## config.mk

```make
export PLATFORM = sky130hd
export DESIGN_NAME = adc_clip_flag
export DESIGN_NICKNAME = d
export VERILOG_FILES = /design/src/rtl/adc_clip_pkg.sv /design/src/rtl/adc_clip_ctrl.sv /design/src/rtl/adc_clip_datapath.sv /design/src/rtl/adc_clip_flag.sv
export SDC_FILE = /design/constraint.sdc
export NUM_CORES = 1
export LEC_CHECK = 0
export BUFFER_PORTS_ARGS = -buffer_cell sky130_fd_sc_hd__buf_2
export CAP_MARGIN = 20
export CELL_PAD_IN_SITES_DETAIL_PLACEMENT = 1
export CELL_PAD_IN_SITES_GLOBAL_PLACEMENT = 1
export CORE_MARGIN = 10
export CORE_UTILIZATION = 41
export CTS_CLUSTER_DIAMETER = 30
export DETAILED_ROUTE_END_ITERATION = 12
export GPL_TIMING_DRIVEN = 0
export PLACE_DENSITY_LB_ADDON = 0.1
export SLEW_MARGIN = 20
export SYNTH_ARGS = -nofsm -noshare
export SYNTH_HDL_FRONTEND = slang
export SYNTH_SLANG_ARGS = --single-unit
```

## constraint.sdc

```tcl
create_clock -name clk -period 6.55 [get_ports clk]
set_input_delay 1.31 -clock clk [delete_from_list [all_inputs] [get_ports clk]]
set_output_delay 1.31 -clock clk [all_outputs]
set_load 0.02 [all_outputs]
```

## src/rtl/adc_clip_pkg.sv

```systemverilog
package adc_clip_pkg;
  // Strobes passed from control to datapath
  typedef struct packed {
    logic advance;  // move the delay line one sample
    logic armed;    // settling window has elapsed
  } clipCtrl_t;
endpackage

```

## src/rtl/adc_clip_ctrl.sv

```systemverilog
module adc_clip_ctrl
  import adc_clip_pkg::*;
#(
  parameter int SETTLE = 522
) (
  input  logic      clk,
  input  logic      rst,
  input  logic      sampleStb,
  output clipCtrl_t ctrl
);
  localparam int CNT_W = $clog2(SETTLE + 1);
  localparam logic [CNT_W-1:0] LAST = CNT_W'(SETTLE - 1);

  logic [CNT_W-1:0] settleCnt;
  logic             armed;

  // Counts sample strobes, not clocks; arms after SETTLE strobes
  always_ff @(posedge clk) begin
    if (rst) begin
      settleCnt <= '0;
      armed     <= 1'b0;
    end else if (sampleStb && !armed) begin
      settleCnt <= settleCnt + 1'b1;
      if (settleCnt == LAST) armed <= 1'b1;
    end
  end

  always_comb begin
    ctrl.advance = sampleStb;
    ctrl.armed   = armed;
  end
endmodule

```

## src/rtl/adc_clip_datapath.sv

```systemverilog
module adc_clip_datapath
  import adc_clip_pkg::*;
#(
  parameter int DATA_W = 24,
  parameter int DELAY  = 16,
  parameter logic [DATA_W-1:0] THRESH = DATA_W'(8103820)
) (
  input  logic              clk,
  input  logic              rst,
  input  clipCtrl_t         ctrl,
  input  logic [DATA_W-1:0] leftIn,
  input  logic [DATA_W-1:0] rightIn,
  input  logic              ovfEn,
  input  logic              zeroFlagIn,
  output logic              sharedPin
);
  localparam int NCH = 2;

  logic [DATA_W-1:0] chanData [NCH];
  logic [NCH-1:0]    chanOver;
  logic              hit;
  logic [DELAY-1:0]  delayLine;

  assign chanData[0] = leftIn;
  assign chanData[1] = rightIn;

  // Magnitude compare per channel; negation of the most negative code
  // yields 2^(DATA_W-1) as an unsigned value, which is correct.
  for (genvar c = 0; c < NCH; c++) begin : g_chan
    logic [DATA_W-1:0] mag;
    always_comb begin
      mag         = chanData[c][DATA_W-1] ? (~chanData[c] + 1'b1) : chanData[c];
      chanOver[c] = (mag > THRESH);
    end
  end

  assign hit = ctrl.armed && (|chanOver);

  // Delay line advanced once per sample
  always_ff @(posedge clk) begin
    if (rst)               delayLine <= '0;
    else if (ctrl.advance) delayLine <= {delayLine[DELAY-2:0], hit};
  end

  assign sharedPin = ovfEn ? delayLine[DELAY-1] : zeroFlagIn;
endmodule

```

## src/rtl/adc_clip_flag.sv

```systemverilog
module adc_clip_flag
  import adc_clip_pkg::*;
#(
  parameter int DATA_W = 24,
  parameter int DELAY  = 16,
  parameter int SETTLE = 522,
  parameter logic [DATA_W-1:0] THRESH = DATA_W'(8103820)
) (
  input  logic              clk,
  input  logic              rst,
  input  logic              sampleStb,
  input  logic [DATA_W-1:0] leftIn,
  input  logic [DATA_W-1:0] rightIn,
  input  logic              ovfEn,
  input  logic              zeroFlagIn,
  output logic              sharedPin
);
  clipCtrl_t ctrl;

  adc_clip_ctrl #(.SETTLE(SETTLE)) u_ctrl (
    .clk(clk), .rst(rst), .sampleStb(sampleStb), .ctrl(ctrl)
  );

  adc_clip_datapath #(.DATA_W(DATA_W), .DELAY(DELAY), .THRESH(THRESH)) u_dp (
    .clk(clk), .rst(rst), .ctrl(ctrl), .leftIn(leftIn), .rightIn(rightIn),
    .ovfEn(ovfEn), .zeroFlagIn(zeroFlagIn), .sharedPin(sharedPin)
  );
endmodule

```

==> key figures, run 1 <==
Status
  – Run status: finished clean

Route
  – Routed Antenna Nets: 0
  – Wirelength per Cell: 15.1 um
  – Final wirelength: between 5000 and 6000 um
  – Metal3 WL: about 220 um
  – Met2 WL: 2590 um
  – Post-route DRC: 0
  – DR pass1 iterations: 4
  – Initial DRC count: 58
  – DR vias/cell: about 5.6
  – Via Count: 1,921
  – Top routing layer in use: met4
  – Met1 Wirelength: between 2000 and 2500 um

Synth
  – Synth area leaders: dfxtp_1, mux2i_1, nor2_1
  – #FFs+latches synth: 27
  – Async SR Flop Fraction: 0
  – Biggest area consumer among synthesized cells: dfxtp_1
  – Synth Area in Compound Gates: 0.166
  – Distinct cells, synth: between 50 and 60
  – Cells after synthesis: roughly 240
  – Combinational family with the most area after synthesis: simple AND/OR/NAND/NOR gates
  – Post-Synth Simple-Gate Area: 0.338
  – Post-synthesis cell area: between 1500 and 2000 um^2
  – EDFF count, synth: 0
  – Adder-cell share of the synthesized area: 0.0130
  – Synth warnings: 0
  – Synth top cells by count: nor2_1, dfxtp_1, mux2i_1
  – Post-synthesis sequential area ratio: 0.281
  – Top-count cell post-synth: nor2_1
  – Post-Synth XOR/XNOR Area: 0.0910
  – Syn_area_per_cell: 8.05 um^2
  – Post-Syn Nets: ~290
  – Ys flop type: dfxtp_1
  – Mux cell area share after synthesis: 0.0891
  – Synth top area share: 0.281

Floorplan
  – Die area: between 7000 and 8000 um^2
  – DIE HEIGHT: a little under 90 um
  – Ports: 54
  – Chip width: roughly 90 um
  – Initial Util: 0.433
  – Rows: 24
  – Area of the core: roughly 4400 um^2

STA
  – Fmax: 0.276 GHz
  – Layout Skew: 0.00629 ns
  – Setup slack after layout: 2.92 ns
  – Tmin final: between 3 and 4 ns
  – Measured slew at the worst slew-check pin: around 0.69 ns
  – Final period utilization: 0.554
  – Slew margin rel.: 0.534
  – Final Hold Viols: 0
  – Setup_tns: 0 ns
  – Fin. max-slew vios: 0
  – RSZ-0062 raised after global routing: no
  – Endpoints failing setup: 0

Clocking
  – CTS tree: done
  – CTS Hold Bufs: 0
  – Postcts setup bufs: 0
  – Clk buf depth: 2
  – Clock transition at path regs: roughly 0.090 ns
  – Clock Sinks: 27
  – Num CTS Buffers: 3
  – Clk_lat worst skew: roughly 0.28 ns
  – Root Buffer: clkbuf_8
  – CTS H-Tree Depth: 1
  – Post_cts resized: 0

Cells and area
  – Filler cells: ~600
  – FF+latch area: between 500 and 600 um^2
  – Area grow syn2layout: 18.9%
  – Multi-input logic area: around 1300 um^2
  – Layout net count: ~350
  – Antenna diode instance count: 0
  – Layout cells sized above 1: 0.229

Setup path
  – Crit path max fanout: 6
  – CP Data Arrival Time: ~3.8 ns
  – Startpoint types: input pin
  – Worst EP required: 6.75 ns
  – Critical Path Max Stage Delay: approximately 0.58 ns
  – Crit Path Category: input pin to register
  – Slowest cell on crit path: or4_4
  – Cell family with most CP delay: simple AND/OR/NAND/NOR gates
  – Worst path bufs/invs: 1
  – Crit. End Element: register
  – CP Cell Sequence: buf_2 -> or4_4 -> nor4_4 -> nand3_2 -> a2111oi_4 -> o2111ai_1 -> and3_1 -> o32a_1 -> o31ai_2

Pwr
  – Cell Pwr Density: ~150 nW/um^2
  – Maximum vdd drop: 0.000127 V
  – Leakage: 0.891 nW

Place
  – Detail Placement HPWL: around 4300 um
  – Setup WS pre-CTS: around 2.6 ns
  – Port buffer count: 50
  – RePlAce Congestion: just under 0.8

GRT
  – GRT overflow: 0
  – Vias in the first global route: between 2,000 and 2,500
  – GRT Total Usage: 0.132
  – First-pass GRT wire length: a little under 9000 um
  – Antenna violations before repair: 0
  – Largest net degree at the start of global routing: 17

Run
  – Max Cap Viol: 0

Hold path
  – Hold/Removal Path Class: register to register
-- metrics by stage --
| stage | std cells | power (mW) | utilization | area, um^2 | hold WS (ns) |
|---|---|---|---|---|---|
| final | 345 | 0.333 | 0.515 | 2290 | 0.497 |
| after global placement | 341 | 0.239 | 0.504 | 2240 | 0.475 |
| after global routing | 345 | 0.348 | 0.515 | 2290 | 0.529 |
| after CTS | 345 | 0.335 | 0.515 | 2290 | 0.507 |
| after floorplan | 239 | 0.208 | - | 1920 | 0.454 |
| after detailed placement | 341 | 0.240 | 0.504 | 2240 | 0.485 |
-- layer usage --
layer / up-vias / track usage
met5: - / 0
met4: 0 / 0.0455
met3: 7 / 0.0202
met2: 27 / 0.246
met1: 886 / 0.148
li1: 1001 / -
-- logic make-up after synthesis --
group | after synthesis
buf+inv | 11
flops | 27
fa+ha+maj | 2
compound gates | 43
mux | 17
simple gates | 119
xor+xnor | 20
-- worst reg2reg max path, delay by kind of cell (launching register included) --
family | cells | cell delay, ns
AND/OR/NAND/NOR | 4 | 0.63
buffers and inverters | 1 | 0.35
flip-flops | 1 | 0.34
XOR/XNOR | 1 | 0.15
-- cell type report --
cell class	count	area share
Sequential cell	27	0.236
Clock buffer	3	0.0180
Timing Repair Buffer	50	0.109
Tap cell	52	0.0284
Buffer	9	0.0148
Clock inverter	1	0.00328
Inverter	2	0.00328
Multi-Input combinational cell	201	0.587
-- placed cells by master (no fill, tap or decap), types with 3 or more instances in the layout --
master / instances
dfxtp_1: 27
o21ai_0: 10
nand4b_1: 5
nand2_1: 14
o22ai_1: 3
buf_2: 50
nor4_1: 5
nor2_1: 37
xor2_1: 12
o211ai_1: 3
o31ai_1: 3
nand4_1: 8
clkbuf_8: 3
and3_1: 4
nand3_1: 12
or3_1: 6
clkbuf_1: 9
a21oi_1: 6
nand2b_1: 4
xnor2_1: 8
nor3_1: 10
mux2i_1: 16
-- power by group --
part	total (mW)	internal, mW	switching (mW)
logic	0.0696	0.0306	0.0389
clock network	0.0962	0.0433	0.0529
registers	0.167	0.165	0.00164
-- flip-flops by register name, summed over array words and instances (netlist names) --
name,count
u_ctrl.armed,1
u_ctrl.settleCnt,10
u_dp.delayLine,16
-- path summary, 6_finish.rpt --
path / start / end / slack [ns] / cells past startpoint
setup reg to reg: u_ctrl.armed / u_ctrl.settleCnt[7] / 4.97 / 6
hold / removal: u_dp.delayLine[0] / u_dp.delayLine[1] / 0.50 / 2
setup / recovery: leftIn[3] / u_dp.delayLine[0] / 2.92 / 9
hold reg to reg: u_dp.delayLine[0] / u_dp.delayLine[1] / 0.50 / 2
(Power assumes the default switching activity.)
==> run 2: changes to the inputs <==
--- a/config.mk
+++ b/config.mk
@@ -10,7 +10,7 @@
 export CELL_PAD_IN_SITES_DETAIL_PLACEMENT = 1
 export CELL_PAD_IN_SITES_GLOBAL_PLACEMENT = 1
 export CORE_MARGIN = 10
-export CORE_UTILIZATION = 41
+export CORE_UTILIZATION = 34
 export CTS_CLUSTER_DIAMETER = 30
 export DETAILED_ROUTE_END_ITERATION = 12
 export GPL_TIMING_DRIVEN = 0
==> constraint.sdc (replaced) <==
create_clock -name clk -period 3.04 [get_ports clk]
set_input_delay 0.608 -clock clk [delete_from_list [all_inputs] [get_ports clk]]
set_output_delay 0.608 -clock clk [all_outputs]
set_load 0.02 [all_outputs]
==> key figures, run 2 (synthesis gave the netlist of run 1 again) <==
Run
  – Max Cap Viol: 0

Route
  – Wirelength per Cell: 14.0 um
  – Initial DRC count: 38
  – Post-route DRC: 0
  – Via Count: approximately 2,000
  – Routed Antenna Nets: 0
  – Final wirelength: 5140 um
  – DR vias/cell: 5.32
  – DR pass1 iterations: 4

Clocking
  – Clock transition at path regs: around 0.090 ns
  – Root Buffer: clkbuf_8
  – Clk buf depth: 2
  – Num CTS Buffers: 3
  – Clock Sinks: 27
  – Clk_lat worst skew: approximately 0.27 ns
  – CTS H-Tree Depth: 1
  – CTS Hold Bufs: 0
  – CTS tree: done

Setup path
  – CP Depth: 10
  – CP Data Arrival Time: around 3.1 ns
  – Cell family with most CP delay: simple AND/OR/NAND/NOR gates
  – CP startpoint: leftIn[3]
  – Worst EP required: ~3.2 ns
  – CP endpoint: u_dp.delayLine[0]
  – Crit path max fanout: 5
  – CP Cell Sequence: buf_2 -> or4_4 -> nor4_4 -> buf_4 -> nand3_2 -> a2111oi_4 -> o2111ai_1 -> and3_1 -> o32a_1 -> o31ai_2
  – Critical R2R Capture: u_ctrl.settleCnt[5]
  – Worst R2R Setup Slack: about 1.5 ns
  – R2R cell count: 6
  – Startpoint types: input pin
  – Crit Path Category: input pin to register
  – Critical Path Max Stage Delay: about 0.57 ns
  – FF-to-FF Start: u_ctrl.armed
  – Worst path bufs/invs: 2
  – Crit. End Element: register
  – Slowest cell on crit path: or4_4

Cells and area
  – Filler cells: just over 700
  – Area grow syn2layout: 21.1%
  – Layout net count: 351
  – Largest register FFs: 16
  – Largest registers in the final layout: u_dp.delayLine x16, u_ctrl.settleCnt x10, u_ctrl.armed x1
  – Largest register by flop count: u_dp.delayLine
  – Antenna diode instance count: 0
  – Most frequent cells in the layout: buf_2, nor2_1, dfxtp_1
  – Layout cells sized above 1: 0.237
  – Fin util: 0.423
  – Post-route insts no fill: about 370
  – Design Area, Final: 2330 um^2
  – Most common cell after layout, fill and taps aside: buf_2

Pwr
  – Clock share of power: 0.283
  – Leakage: 0.907 nW
  – P_int: ~500 uW
  – Cell Pwr Density: just over 300 nW/um^2
  – Switching Share: 0.277
  – Switch Pwr: 197 uW
  – Share of power burned in registers: 0.506
  – Gate power share: 0.211
  – Maximum vdd drop: 0.000334 V

Place
  – Area post-placement: approximately 2300 um^2
  – Setup WS pre-CTS: -0.219 ns
  – Port buffer count: 50
  – Detail Placement HPWL: roughly 4200 um
  – RePlAce Congestion: approximately 0.75
  – Placed cell count: 361

STA
  – Final period utilization: 0.950
  – Final Hold Viols: 0
  – Fmax: between 0.3 and 0.4 GHz
  – Endpoints failing setup: 0
  – Layout Skew: roughly 0.0044 ns
  – RSZ-0062 raised after global routing: no
  – Slew margin rel.: 0.575
  – Measured slew at the worst slew-check pin: 0.638 ns
  – Tmin final: 2.89 ns
  – Setup_tns: 0 ns
  – Setup slack after layout: around 0.15 ns
  – Fin. max-slew vios: 0

Hold path
  – Hold/Removal Path Class: register to register

Floorplan
  – Die area: slightly above 9000 um^2
  – DIE HEIGHT: roughly 95 um
  – Initial Util: 0.349
  – Area of the core: between 5000 and 6000 um^2
  – Ports: 54
  – Chip width: between 90 and 100 um
  – Rows: 27

Status
  – Run status: finished clean

GRT
  – Antenna violations before repair: 0
  – GRT Total Usage: 0.112
  – GRT overflow: 0
  – Vias in the first global route: around 2,000
  – Largest net degree at the start of global routing: 16
  – First-pass GRT wire length: slightly below 9000 um
==> run 2: cell types whose count changed in the layout (fill, tap and decap cells not counted), sizes merged <==
| cell | previous run | this run |
|---|---|---|
| buf | 50 | 52 |
| clkinv | 0 | 1 |
| clkinvlp | 1 | 0 |
==> run 2: power groups by stage <==
stage | clock, mW | combinational, mW | sequential (mW)
floorplan | 0 | 0.0808 | 0.367
global route | 0.220 | 0.170 | 0.361
detailed placement | 0 | 0.150 | 0.368
CTS | 0.203 | 0.151 | 0.360
finish | 0.201 | 0.150 | 0.360
global placement | 0 | 0.148 | 0.368
==> run 2: layout make-up <==
cell class                 count  area [um^2]  share of cell area
multi-input combinational    201         1350               0.578
timing repair buffer          52          265               0.114
buffer                         9         33.8              0.0145
clock buffer                   3         41.3              0.0177
clock inverter                 1         5.00             0.00215
sequential                    27          541               0.232
tap                           72         90.1              0.0386
inverter                       2         7.51             0.00322
==> run 2: tightest hold or removal path, delay by kind of cell, from the launching register on <==
| family | cells | cell delay, ns |
|---|---|---|
| multiplexers | 1 | 0.07 |
| flip-flops | 1 | 0.33 |
| AND/OR/NAND/NOR | 1 | 0.07 |
==> run 2: worst min-delay path by stage <==
stage / to / depth (start not counted) / slack [ns] / start
2_1_floorplan: u_dp.delayLine[15] / 2 / 0.45 / u_dp.delayLine[15]
3_3_place_gp: u_ctrl.armed / 2 / 0.48 / u_ctrl.armed
3_5_place_dp: u_dp.delayLine[12] / 2 / 0.48 / u_dp.delayLine[12]
4_1_cts: u_dp.delayLine[12] / 2 / 0.51 / u_dp.delayLine[12]
5_1_grt: u_dp.delayLine[0] / 2 / 0.54 / u_ctrl.armed
6_report: u_dp.delayLine[12] / 2 / 0.50 / u_dp.delayLine[12]
==> run 2: per-stage QoR <==
stage | power [mW] | hold WS, ns
floorplan | 0.448 | 0.454
global placement | 0.516 | 0.477
detailed placement | 0.519 | 0.485
CTS | 0.714 | 0.507
global route | 0.751 | 0.538
finish | 0.711 | 0.499
==> run 2: what timing repair did <==
action,CTS,global route
hold endpoints to repair,0,0
endpoints found under the setup margin,0,1
setup buffers,0,2
gates resized for setup,0,1
==> run 2: per-layer routing <==
| metal | share of wire | track usage |
|---|---|---|
| met2 | 0.48 | 0.195 |
| met5 | 0 | 0 |
| met1 | 0.45 | 0.138 |
| met4 | 0.0072 | 0.0262 |
| met3 | 0.055 | 0.0236 |
